<file path="src/rtl/subword_rf_pkg.sv">
package subword_rf_pkg;

    typedef enum logic [1:0] {
        ACC_BYTE = 2'd0,
        ACC_HALF = 2'd1,
        ACC_WORD = 2'd2,
        ACC_RSVD = 2'd3
    } acc_size_e;

    localparam int LANE_W = 8;

endpackage

</file>
<file path="src/rtl/rf_access_decode.sv">
module rf_access_decode
    import subword_rf_pkg::*;
#(
    parameter int NUM_REGS = 8,
    parameter int HI_REGS  = 4,
    parameter int BYTES    = 4,
    localparam int IDX_W   = $clog2(NUM_REGS)
) (
    input  logic [IDX_W-1:0] idx,
    input  logic [1:0]       size,
    input  logic             hi,
    output logic [BYTES-1:0] lane_mask,
    output logic             lane_shift,
    output logic             illegal
);

    acc_size_e sz;

    always_comb begin
        sz         = acc_size_e'(size);
        lane_mask  = '0;
        lane_shift = 1'b0;
        illegal    = 1'b0;
        unique case (sz)
            ACC_BYTE: begin
                if (hi) begin
                    if (32'(idx) < HI_REGS) begin
                        lane_mask[1] = 1'b1;
                        lane_shift   = 1'b1;
                    end else begin
                        illegal = 1'b1;
                    end
                end else begin
                    lane_mask[0] = 1'b1;
                end
            end
            ACC_HALF: lane_mask[1:0] = 2'b11;
            ACC_WORD: lane_mask      = '1;
            ACC_RSVD: illegal        = 1'b1;
        endcase
    end

endmodule

</file>
<file path="src/rtl/rf_storage.sv">
module rf_storage
    import subword_rf_pkg::*;
#(
    parameter int NUM_REGS = 8,
    parameter int DATA_W   = 32,
    localparam int IDX_W   = $clog2(NUM_REGS),
    localparam int BYTES   = DATA_W / LANE_W
) (
    input  logic                           clk,
    input  logic                           rst,
    input  logic                           we,
    input  logic [IDX_W-1:0]               widx,
    input  logic [BYTES-1:0]               lane_mask,
    input  logic [DATA_W-1:0]              wdata,
    output logic [NUM_REGS-1:0][DATA_W-1:0] regs_o
);

    for (genvar r = 0; r < NUM_REGS; r++) begin : g_reg
        logic [DATA_W-1:0] word_q;

        always_ff @(posedge clk) begin
            if (rst) begin
                word_q <= '0;
            end else if (we && (widx == IDX_W'(r))) begin
                for (int l = 0; l < BYTES; l++) begin
                    if (lane_mask[l]) begin
                        word_q[l*LANE_W +: LANE_W] <= wdata[l*LANE_W +: LANE_W];
                    end
                end
            end
        end

        assign regs_o[r] = word_q;
    end

endmodule

</file>
<file path="src/rtl/rf_read_port.sv">
module rf_read_port
    import subword_rf_pkg::*;
#(
    parameter int NUM_REGS = 8,
    parameter int DATA_W   = 32,
    localparam int IDX_W   = $clog2(NUM_REGS),
    localparam int BYTES   = DATA_W / LANE_W
) (
    input  logic [NUM_REGS-1:0][DATA_W-1:0] regs_i,
    input  logic [IDX_W-1:0]                idx,
    input  logic [BYTES-1:0]                lane_mask,
    input  logic                            lane_shift,
    output logic [DATA_W-1:0]               data
);

    logic [DATA_W-1:0] picked;
    logic [DATA_W-1:0] aligned;
    logic [BYTES-1:0]  keep_lanes;
    logic [DATA_W-1:0] keep_bits;

    always_comb begin
        picked     = regs_i[idx];
        aligned    = lane_shift ? {{LANE_W{1'b0}}, picked[DATA_W-1:LANE_W]} : picked;
        keep_lanes = lane_shift ? {1'b0, lane_mask[BYTES-1:1]} : lane_mask;
        for (int l = 0; l < BYTES; l++) begin
            keep_bits[l*LANE_W +: LANE_W] = {LANE_W{keep_lanes[l]}};
        end
        data = aligned & keep_bits;
    end

endmodule

</file>
<file path="src/rtl/subword_regfile.sv">
module subword_regfile
    import subword_rf_pkg::*;
#(
    parameter int NUM_REGS = 8,
    parameter int DATA_W   = 32,
    parameter int HI_REGS  = 4,
    localparam int IDX_W   = $clog2(NUM_REGS),
    localparam int BYTES   = DATA_W / LANE_W
) (
    input  logic              clk,
    input  logic              rst,
    input  logic              wr_en,
    input  logic [IDX_W-1:0]  wr_idx,
    input  logic [1:0]        wr_size,
    input  logic              wr_hi,
    input  logic [DATA_W-1:0] wr_data,
    output logic              wr_illegal,
    input  logic [IDX_W-1:0]  rd0_idx,
    input  logic [1:0]        rd0_size,
    input  logic              rd0_hi,
    output logic [DATA_W-1:0] rd0_data,
    output logic              rd0_illegal,
    input  logic [IDX_W-1:0]  rd1_idx,
    input  logic [1:0]        rd1_size,
    input  logic              rd1_hi,
    output logic [DATA_W-1:0] rd1_data,
    output logic              rd1_illegal
);

    logic [NUM_REGS-1:0][DATA_W-1:0] regs_q;

    logic [BYTES-1:0]  wr_lanes;
    logic              wr_shift;
    logic [DATA_W-1:0] wr_aligned;
    logic              wr_go;

    rf_access_decode #(.NUM_REGS(NUM_REGS), .HI_REGS(HI_REGS), .BYTES(BYTES)) u_wr_dec (
        .idx(wr_idx), .size(wr_size), .hi(wr_hi),
        .lane_mask(wr_lanes), .lane_shift(wr_shift), .illegal(wr_illegal)
    );

    assign wr_aligned = wr_shift ? {wr_data[DATA_W-LANE_W-1:0], {LANE_W{1'b0}}} : wr_data;
    assign wr_go      = wr_en & ~wr_illegal;

    rf_storage #(.NUM_REGS(NUM_REGS), .DATA_W(DATA_W)) u_store (
        .clk(clk), .rst(rst), .we(wr_go), .widx(wr_idx),
        .lane_mask(wr_lanes), .wdata(wr_aligned), .regs_o(regs_q)
    );

    logic [BYTES-1:0] rd0_lanes, rd1_lanes;
    logic             rd0_shift, rd1_shift;

    rf_access_decode #(.NUM_REGS(NUM_REGS), .HI_REGS(HI_REGS), .BYTES(BYTES)) u_rd0_dec (
        .idx(rd0_idx), .size(rd0_size), .hi(rd0_hi),
        .lane_mask(rd0_lanes), .lane_shift(rd0_shift), .illegal(rd0_illegal)
    );

    rf_read_port #(.NUM_REGS(NUM_REGS), .DATA_W(DATA_W)) u_rd0 (
        .regs_i(regs_q), .idx(rd0_idx), .lane_mask(rd0_lanes),
        .lane_shift(rd0_shift), .data(rd0_data)
    );

    rf_access_decode #(.NUM_REGS(NUM_REGS), .HI_REGS(HI_REGS), .BYTES(BYTES)) u_rd1_dec (
        .idx(rd1_idx), .size(rd1_size), .hi(rd1_hi),
        .lane_mask(rd1_lanes), .lane_shift(rd1_shift), .illegal(rd1_illegal)
    );

    rf_read_port #(.NUM_REGS(NUM_REGS), .DATA_W(DATA_W)) u_rd1 (
        .regs_i(regs_q), .idx(rd1_idx), .lane_mask(rd1_lanes),
        .lane_shift(rd1_shift), .data(rd1_data)
    );

endmodule

</file>
<file path="config.mk">
export PLATFORM = sky130hd
export DESIGN_NAME = subword_regfile
export DESIGN_NICKNAME = d
export VERILOG_FILES = /design/src/rtl/subword_rf_pkg.sv /design/src/rtl/rf_access_decode.sv /design/src/rtl/rf_storage.sv /design/src/rtl/rf_read_port.sv /design/src/rtl/subword_regfile.sv
export SDC_FILE = /design/constraint.sdc
export NUM_CORES = 1
export LEC_CHECK = 0
export ABC_AREA = 1
export BUFFER_PORTS_ARGS = -buffer_cell sky130_fd_sc_hd__buf_2
export CAP_MARGIN = 20
export CORE_ASPECT_RATIO = 1.75
export CORE_MARGIN = 2
export CORE_UTILIZATION = 55
export CTS_BUF_LIST = sky130_fd_sc_hd__clkbuf_8
export CTS_CLUSTER_DIAMETER = 150
export DETAILED_ROUTE_END_ITERATION = 10
export GPL_TIMING_DRIVEN = 0
export HOLD_SLACK_MARGIN = 0.05
export PLACE_DENSITY_LB_ADDON = 0.05
export SETUP_SLACK_MARGIN = 0.2
export SYNTH_ARGS = -nofsm -noshare
export SYNTH_HDL_FRONTEND = slang
export SYNTH_SLANG_ARGS = --single-unit
</file>
<file path="constraint.sdc">
create_clock -name clk -period 1.8 [get_ports clk]
set_input_delay 0.36 -clock clk [delete_from_list [all_inputs] [get_ports clk]]
set_output_delay 0.36 -clock clk [all_outputs]
set_load 0.1 [all_outputs]
</file>
==> results of run 1 <==
synth_stat cells (13+ instances only):
master / n / area share, %
nand3_1: 126 / 3.8
nand2_1: 699 / 16
dfxtp_1: 256 / 31
o211ai_1: 31 / 1.4
nand4_1: 132 / 5.0
inv_1: 295 / 6.7
o21ai_1: 50 / 1.5
nor2_4: 21 / 1.4
nor2_1: 501 / 11
o21ai_0: 248 / 7.5
buf_1: 36 / 0.82
ha_1: 13 / 0.99
clkbuf_1: 89 / 2.0
a21oi_1: 192 / 5.8
buf_2: 61 / 1.9
per-layer routing:
metal,track usage [%],GRT overflow
met5,8.99,0
met4,66.1,1
met3,40.5,0
met2,87.4,10
met1,62.8,0
cells by family after synthesis:
logic type               Yosys count
AO/OA/AOI/OAI                    521
AND/OR/NAND/NOR                 1500
adder cells (fa/ha/maj)           13
buffers and inverters            500
flip-flops                       256
timing repair:
action                     in CTS
resized for setup             911
setup endpoints to repair     218
pin swaps                     249
gates cloned                    3
setup buffers                  37
hold buffers                    0
through the flow:
step / util, % / instances
2_1_floorplan: - / 2790
3_3_place_gp: 63.9 / 3284
3_5_place_dp: 63.9 / 3285
4_1_cts: 76.2 / 3391
==> impl_metrics.py, run 1 <==
metrics = {
    "die": {
        "ios": 120,
        "die_y_microns": 233,
        "die_w_microns": 135,
        "start_util_pct": 56.0,
        "num_rows": 83,
    },
    "place": {
        "place.gp.congestion": 1.13,
        "io_buffer_count": 112,
        "placed_area_sq_um": 18800,
        "place_ws_ns": -1.35,
        "dpl.hpwl_microns": 63500,
    },
    "synthesis": {
        "synth_edf_count": 0,
        "synth_warnings": 0,
        "synth_adder_area_share_pct": 0.988,
        "syn_inst": 2790,
        "synth_xor_xnor_area_share_pct": 0,
        "async_reset_ff_share_pct": 0,
        "synth.net_count": 2856,
        "yosys.cell_types.count": 29,
        "yosysSeqAreaShare_pct": 31.1,
        "avgSynthCellArea_sq_um": 5.90,
        "synthMuxAreaShare_pct": 0,
        "synth_compound_area_share_pct": 16.3,
        "synth_top_family_by_area": "simple AND/OR/NAND/NOR gates",
        "synthFlopType": "dfxtp_1",
        "synth-seq-cells": 256,
        "synth_area_sq_um": 16500,
        "synth_simple_gate_area_share_pct": 39.2,
    },
    "global_routing": {
        "grt_remaining_overflow": 11,
        "grtUsageTotal_pct": 64.1,
        "grt_pass1_vias": 22735,
        "grt_max_degree": 11,
        "grt_first_pass_wirelength_microns": 149000,
    },
    "cts": {
        "htree_levels": 2,
        "cts_buffers": 40,
        "clkSinkCount": 256,
        "cts_root_buffer": "clkbuf_8",
        "clockBufferDepth": 3,
    },
    "outcome": {
        "error": "[ERROR GRT-0116] Global routing finished with congestion. Check the congestion regions in the DRC Viewer.",
        "status": "did not finish",
        "stop_stage": "5_1_grt",
    },
}
==> run 2: changes to the inputs <==
- CORE_ASPECT_RATIO: 1.75 -> default
- CORE_UTILIZATION: 55 -> 40
- CTS_BUF_LIST: sky130_fd_sc_hd__clkbuf_8 -> default
- CTS_CLUSTER_DIAMETER: 150 -> default
- HOLD_SLACK_MARGIN: 0.05 -> default
- PLACE_DENSITY_LB_ADDON: 0.05 -> 0.15
- SETUP_SLACK_MARGIN: 0.2 -> default
- clock period: 1.8 -> 2.3 ns (I/O delays scaled with it)
==> run 2 against run 1 <==
Compared with the run above: the flow now finishes, with violations (setup timing); synthesized area unchanged; synthesized cell count is the same.
==> impl_metrics.py, run 2 <==
metrics = {
    "outcome": {
        "status": "finished, violations left",
        "violations": "setup timing",
    },
    "synthesis": {
        "avgSynthCellArea_sq_um": 5.90,
        "synth_edf_count": 0,
        "synth_adder_area_share_pct": 0.988,
        "synth_top_family_by_area": "simple AND/OR/NAND/NOR gates",
        "synth_warnings": 0,
        "syn_inst": 2790,
        "synthFlopType": "dfxtp_1",
        "synthTopCellsByCount": "nand2_1 (699), nor2_1 (501), inv_1 (295), dfxtp_1 (256), o21ai_0 (248)",
        "synth_simple_gate_area_share_pct": 39.2,
        "synth_xor_xnor_area_share_pct": 0,
        "yosysMostFrequentCell": "nand2_1",
        "yosysTopAreaCell": "dfxtp_1",
        "synth_compound_area_share_pct": 16.3,
        "yosysSeqAreaShare_pct": 31.1,
        "synth.net_count": 2856,
        "synth-seq-cells": 256,
        "synthMuxAreaShare_pct": 0,
        "synth_area_sq_um": 16500,
        "synth_area_leaders": "dfxtp_1 (31%), nand2_1 (16%), nor2_1 (11%)",
        "yosys.cell_types.count": 29,
        "async_reset_ff_share_pct": 0,
        "synth_top_area_share_pct": 31.1,
    },
    "finish": {
        "fill_cells": 4095,
        "antennaDiodeCount": 0,
        "reg_top3": "u_store.g.word_q x256",
        "layout.nets": 3037,
        "final_area_sq_um": 22200,
        "largest_reg_flops": 256,
        "area_delta_synth_final_pct": 34.7,
        "largest-register": "u_store.g.word_q",
        "seqCellArea_sq_um": 5150,
        "final_common_cell": "nand2_1",
        "final_util_pct": 54.5,
        "multiInputGateArea_sq_um": 10400,
        "drive_above_1_share_pct": 22.3,
        "final_cell_mix": "nand2_1 (636), nor2_1 (459), inv_1 (264)",
    },
    "global_routing": {
        "grt_remaining_overflow": 0,
        "antenna_found_initial": 0,
        "grtUsageTotal_pct": 41.0,
        "grt_pass1_vias": 18234,
        "grt_first_pass_wirelength_microns": 125000,
        "grt_max_degree": 12,
    },
    "drt": {
        "totalWireLength_microns": 89100,
        "firstDrtPassIters": 6,
        "antenna_left": 0,
        "wl_per_cell_microns": 25.3,
        "routed.top_layer": "met4",
        "vias": 20631,
        "drcViolationCount": 0,
        "met3_length_microns": 10600,
        "wl_met1_microns": 37100,
        "drtIter0Drc": 2866,
        "route.met2.wl_microns": 37100,
        "via_per_inst": 5.85,
    },
    "power": {
        "power_leakage_nw": 9.62,
        "power_density_nw_per_um2": 619,
        "ir_drop_v": 0.000486,
    },
    "place": {
        "dpl.hpwl_microns": 67200,
        "io_buffer_count": 112,
        "place.gp.congestion": 1.04,
        "placed_area_sq_um": 18400,
    },
    "die": {
        "die_area_sq_um": 42800,
        "die_y_microns": 207,
        "num_rows": 74,
        "core_sq_um": 40700,
        "ios": 120,
        "die_w_microns": 207,
        "start_util_pct": 40.4,
    },
    "cts": {
        "cts_root_buffer": "clkbuf_16",
        "htree_levels": 2,
        "clk_latency_ns": 0.55,
        "clkSinkCount": 256,
        "cts_buffers": 34,
        "clkTransAtPathRegs_ns": 0.05,
        "cts_tree": "built",
        "clockBufferDepth": 3,
        "cts_hold_buf": 0,
    },
    "min_path": {
        "hold_start": "wr_data[21]",
        "min_path_type": "input pin to flip-flop",
    },
    "critical_path": {
        "endpoint_kind": "output pin",
        "start_kind": "input pin",
        "critPathLaunch": "rd0_idx[0]",
        "r2r-start": "u_store.g_reg[4].word_q[29]",
        "critPathTopFamily": "buffers and inverters",
        "critPathRequiredTime_ns": 1.84,
        "timing_worst_setup_path_type": "input pin to output pin",
        "cp.buffers_inverters": 5,
        "crit_path_max_fanout": 6,
        "crit_top_cell": "buf_12",
        "cp_cell_sequence": "buf_12 -> buf_16 -> clkbuf_16 -> buf_12 -> o211ai_1 -> nand3_2 -> nand2_2 -> nor2_4 -> buf_12",
        "critical_path.max_stage_delay_ns": 0.24,
        "arrival_ns": 1.86,
        "crit_slowest_cell": "o211ai_1",
    },
    "sta": {
        "min_period_ns": 2.32,
        "grt_setup_unrepaired": "yes",
        "fmax_mhz": 430,
        "maxSlewViolCount": 0,
        "hold_viol": 0,
        "slew_headroom_pct": 24.3,
        "finalClockSkew_ns": 0,
        "worstMarginPinSlew_ns": 1.14,
        "setup_slack_ns": -0.0242,
        "min_period_over_period_pct": 101,
        "setup_violations": 12,
    },
    "flow_run": {
        "maxCapViolations": 0,
    },
}
-- run 2: cell counts after synthesis --
Identical to the previous run, type by type.
-- run 2: final cells by class --
class,instances,share of cell area (%)
repair buffers,147,8.52
multi-input cells,2034,47.0
flip-flops and latches,256,23.2
inverters,300,5.56
clock buffers,52,4.65
clock inverters,8,0.423
well taps,532,3.00
plain buffers,198,7.62
-- run 2: cells by family (layout without fill, tap and decap cells) --
logic type | Yosys count | after routing
adder cells (fa/ha/maj) | 13 | 13
flip-flops | 256 | 256
buffers and inverters | 500 | 705
AND/OR/NAND/NOR | 1500 | 1500
AO/OA/AOI/OAI | 521 | 521
-- run 2: report_power, final --
part	leakage [nW]	internal (mW)	switching, mW
registers	2.08	4.51	0.0562
logic	6.98	1.06	2.58
clock network	0.556	3.32	2.21
-- run 2: routing by layer --
metal,up-vias,GRT usage (%)
met1,9742,57.8
met4,0,17.5
met2,1326,60.0
met3,243,8.93
li1,9320,-
met5,-,0
-- run 2: what timing repair did --
| item | in CTS | in global routing |
|---|---|---|
| setup buffers | 20 | 4 |
| cloned | 2 | 2 |
| pin swaps | 52 | 87 |
| gates resized for setup | 603 | 218 |
| hold endpoints to repair | 0 | 0 |
| endpoints found under the setup margin | 67 | 64 |
-- run 2: path summary, 6_finish.rpt --
check / to / slack (ns) / cells past startpoint
hold reg to reg: u_store.g_reg[5].word_q[11] / 0.48 / 2
setup reg to reg: u_store.g_reg[4].word_q[29] / 1.55 / 4
hold / removal: u_store.g_reg[5].word_q[21] / 0.39 / 5
setup / recovery: rd0_data[9] / -0.02 / 9
-- run 2: worst reg2reg max path, cell delays in order, from the launching register on --
cell	delay [ns]
dfxtp_1	0.43
inv_1	0.06
nand2_1	0.06
inv_1	0.05
nor2_1	0.09
-- run 2: per-stage QoR --
step	instances	hold WS, ns	setup WS (ns)	total power [mW]	TNS, ns
after CTS	3521	0.368	-0.0412	13.5	-0.0507
after floorplan	2790	0.455	-0.0282	6.55	-0.0929
after global placement	3434	0.465	-1.30	7.51	-66.45
after detailed placement	3441	0.472	-1.19	7.53	-56.85
final	3527	0.386	-0.0242	13.7	-0.164
after global routing	3527	0.442	-0.0870	14.0	-0.492
(Power assumes the default switching activity.)
==> run 3: changes to the inputs <==
- ABC_AREA: 1 -> default
==> run 3 against run 2 <==
Compared with the run above: clock skew did not move; largest cell class unchanged; critical path type unchanged; worst hold slack got worse by 0.048 ns; routed wire length fell by 31%; synthesized area fell by 13%; power fell by 17%; synthesized cell count fell by 46%; the run still ends with setup timing left; clock power fell by 18%; sequential share of layout area rose by 2.2 points.
==> impl_metrics.py, run 3 <==
metrics = {
    "min_path": {
        "min_path_type": "input pin to flip-flop",
        "hold_path_end": "u_store.g_reg[6].word_q[18]",
        "hold_depth": 3,
        "hold_start": "wr_data[10]",
    },
    "power": {
        "power_density_nw_per_um2": 557,
        "ir_drop_v": 0.000555,
        "power_leakage_nw": 6.82,
    },
    "drt": {
        "via_per_inst": 6.38,
        "drcViolationCount": 0,
        "totalWireLength_microns": 61900,
        "vias": 13898,
        "wl_per_cell_microns": 28.4,
        "firstDrtPassIters": 6,
        "antenna_left": 0,
        "drtIter0Drc": 1523,
    },
    "finish": {
        "drive_above_1_share_pct": 40.4,
        "antennaDiodeCount": 0,
        "largest-register": "u_store.g.word_q",
        "fill_cells": 2961,
        "reg_top3": "u_store.g.word_q x256",
        "layout.nets": 1765,
        "finalNonFillerCells": 2180,
        "final_common_cell": "nor2_1",
        "area_delta_synth_final_pct": 43.3,
        "final_cell_mix": "nor2_1 (226), dfxtp_1 (213), a211oi_1 (190)",
        "largest_reg_flops": 256,
    },
    "sta": {
        "slew_headroom_pct": 28.1,
        "maxSlewViolCount": 0,
        "fmax_mhz": 390,
        "worstMarginPinSlew_ns": 1.05,
        "setup_violations": 58,
        "min_period_ns": 2.57,
        "hold_viol": 0,
        "setup_slack_ns": -0.267,
        "grt_setup_unrepaired": "yes",
        "min_period_over_period_pct": 112,
        "finalClockSkew_ns": 0,
        "whs_ns": 0.338,
    },
    "die": {
        "die_area_sq_um": 37100,
        "ios": 120,
        "start_util_pct": 40.3,
        "num_rows": 69,
        "die_w_microns": 193,
        "core_sq_um": 35300,
        "die_y_microns": 193,
    },
    "global_routing": {
        "antenna_found_initial": 0,
        "grt_max_degree": 15,
        "grt_pass1_vias": 13171,
        "grt_remaining_overflow": 0,
        "grtUsageTotal_pct": 33.2,
        "grt_first_pass_wirelength_microns": 89500,
    },
    "cts": {
        "clkSinkCount": 256,
        "clk_latency_ns": 0.56,
        "cts_tree": "built",
        "htree_levels": 1,
        "clockBufferDepth": 3,
        "clkTransAtPathRegs_ns": 0.06,
        "cts_buffers": 29,
        "cts_root_buffer": "clkbuf_16",
    },
    "synthesis": {
        "yosysTopAreaCell": "dfxtp_1",
        "yosysSeqAreaShare_pct": 36.0,
        "synth_top_area_share_pct": 36.0,
        "synth_area_leaders": "dfxtp_1 (36%), mux4_2 (13%), a211oi_1 (10%)",
        "synth-seq-cells": 256,
        "synth_area_sq_um": 14200,
        "async_reset_ff_share_pct": 0,
        "synth_edf_count": 0,
        "synth_warnings": 0,
        "synthTopCellsByCount": "dfxtp_1 (256), nor2_1 (247), a211oi_1 (191), mux2i_1 (89), mux4_2 (82)",
        "synthFlopType": "dfxtp_1",
        "yosysMostFrequentCell": "dfxtp_1",
        "syn_inst": 1501,
        "synth.net_count": 1567,
        "avgSynthCellArea_sq_um": 9.49,
        "yosys.cell_types.count": 57,
    },
    "flow_run": {
        "maxCapViolations": 0,
    },
    "critical_path": {
        "endpoint_kind": "output pin",
        "arrival_ns": 2.11,
        "critPathRequiredTime_ns": 1.84,
        "r2r-start": "u_store.g_reg[3].word_q[20]",
        "timing_worst_setup_path_type": "input pin to output pin",
        "r2r_slack_ns": 1.48,
        "crit_path_max_fanout": 8,
        "r2r_cells": 2,
        "r2r_end": "u_store.g_reg[3].word_q[20]",
        "start_kind": "input pin",
    },
    "place": {
        "dpl.hpwl_microns": 46500,
        "place.gp.congestion": 0.980,
        "placedCellCount": 2077,
        "io_buffer_count": 113,
    },
    "outcome": {
        "violations": "setup timing",
        "status": "finished, violations left",
    },
}
run 3: cell types whose count changed in the layout (fill, tap and decap cells not counted), moves of 77 or more:
cell,previous run,this run
nand4_1,132,0
inv_1,264,22
nand2_1,636,38
o21ai_0,141,64
nor2_1,459,226
a21oi_1,162,6
o21ai_1,116,0
a211oi_1,0,190
mux4_2,0,82
run 3: worst max path at each step:
| stage | from | end | slack [ns] | cells after the start |
|---|---|---|---|---|
| 6_report | rd1_size[0] | rd1_data[6] | -0.27 | 8 |
| 5_1_grt | rd0_size[0] | rd0_data[6] | -0.29 | 9 |
| 2_1_floorplan | rd1_size[0] | rd1_data[13] | -0.51 | 8 |
| 3_5_place_dp | rd0_idx[0] | rd0_data[22] | -0.97 | 8 |
| 4_1_cts | rd1_size[0] | rd1_data[7] | -0.31 | 8 |
| 3_3_place_gp | rd0_idx[0] | rd0_data[21] | -0.99 | 8 |
run 3: kinds of logic (layout without fill, tap and decap cells):
group	Yosys count	count (layout)	share of synthesized area, %
and+or+nand+nor	433	433	14.7
AOI/OAI and AO/OA	430	430	21.7
DFF	256	256	36.0
muxes	199	199	21.4
buffers and inverters	170	388	5.05
adders and majority gates	13	13	1.14
run 3: layer usage:
layer  up-vias  part of all wire (%)  global-route usage (%)  wire length, microns
li1       6098                     -                       -                     -
met1      6940                    43                    46.3                 26400
met2       731                    45                    50.7                 27600
met3       129                   8.8                    6.84                  5440
met4         0                   4.1                    11.8                  2520
met5         -                     0                       0                     0
run 3: what timing repair did:
action	CTS	global route
setup buffers	28	14
cloned	4	0
hold buffers	0	0
gates resized for setup	507	109
pin swaps	82	53
endpoints found under the setup margin	66	86
run 3: where the power goes:
part	internal (mW)	switching, mW
sequential	4.50	0.0591
clock	2.61	1.93
combinational	0.844	1.43
total	7.96	3.42
run 3: worst max-delay path: stages:
cell	delay, ns
buf_8	0.09
clkinvlp_4	0.10
ha_4	0.29
clkbuf_16	0.13
a21oi_4	0.03
a211o_4	0.44
o32ai_4	0.33
buf_12	0.22
run 3: layout make-up:
class	instances	area, sq um	share of cell area, %
Buffer	139	1150	5.65
Tap cell	461	577	2.83
Sequential cell	256	5180	25.4
Timing Repair Buffer	172	2120	10.4
Clock buffer	43	838	4.11
Clock inverter	8	71.3	0.349
Multi-Input combinational cell	1075	10400	50.7
Inverter	26	110	0.539
run 3: stage by stage:
step	area (sq um)	utilization, %	TNS, ns	setup WS (ns)	total power [mW]
after floorplan	15500	-	-13.93	-0.509	5.91
after global placement	16600	47.1	-131.80	-0.991	6.43
after detailed placement	16700	47.2	-132.28	-0.973	6.44
after CTS	19800	56.2	-7.81	-0.310	11.2
after global routing	20400	57.8	-10.09	-0.292	11.6
final	20400	57.8	-8.32	-0.267	11.4
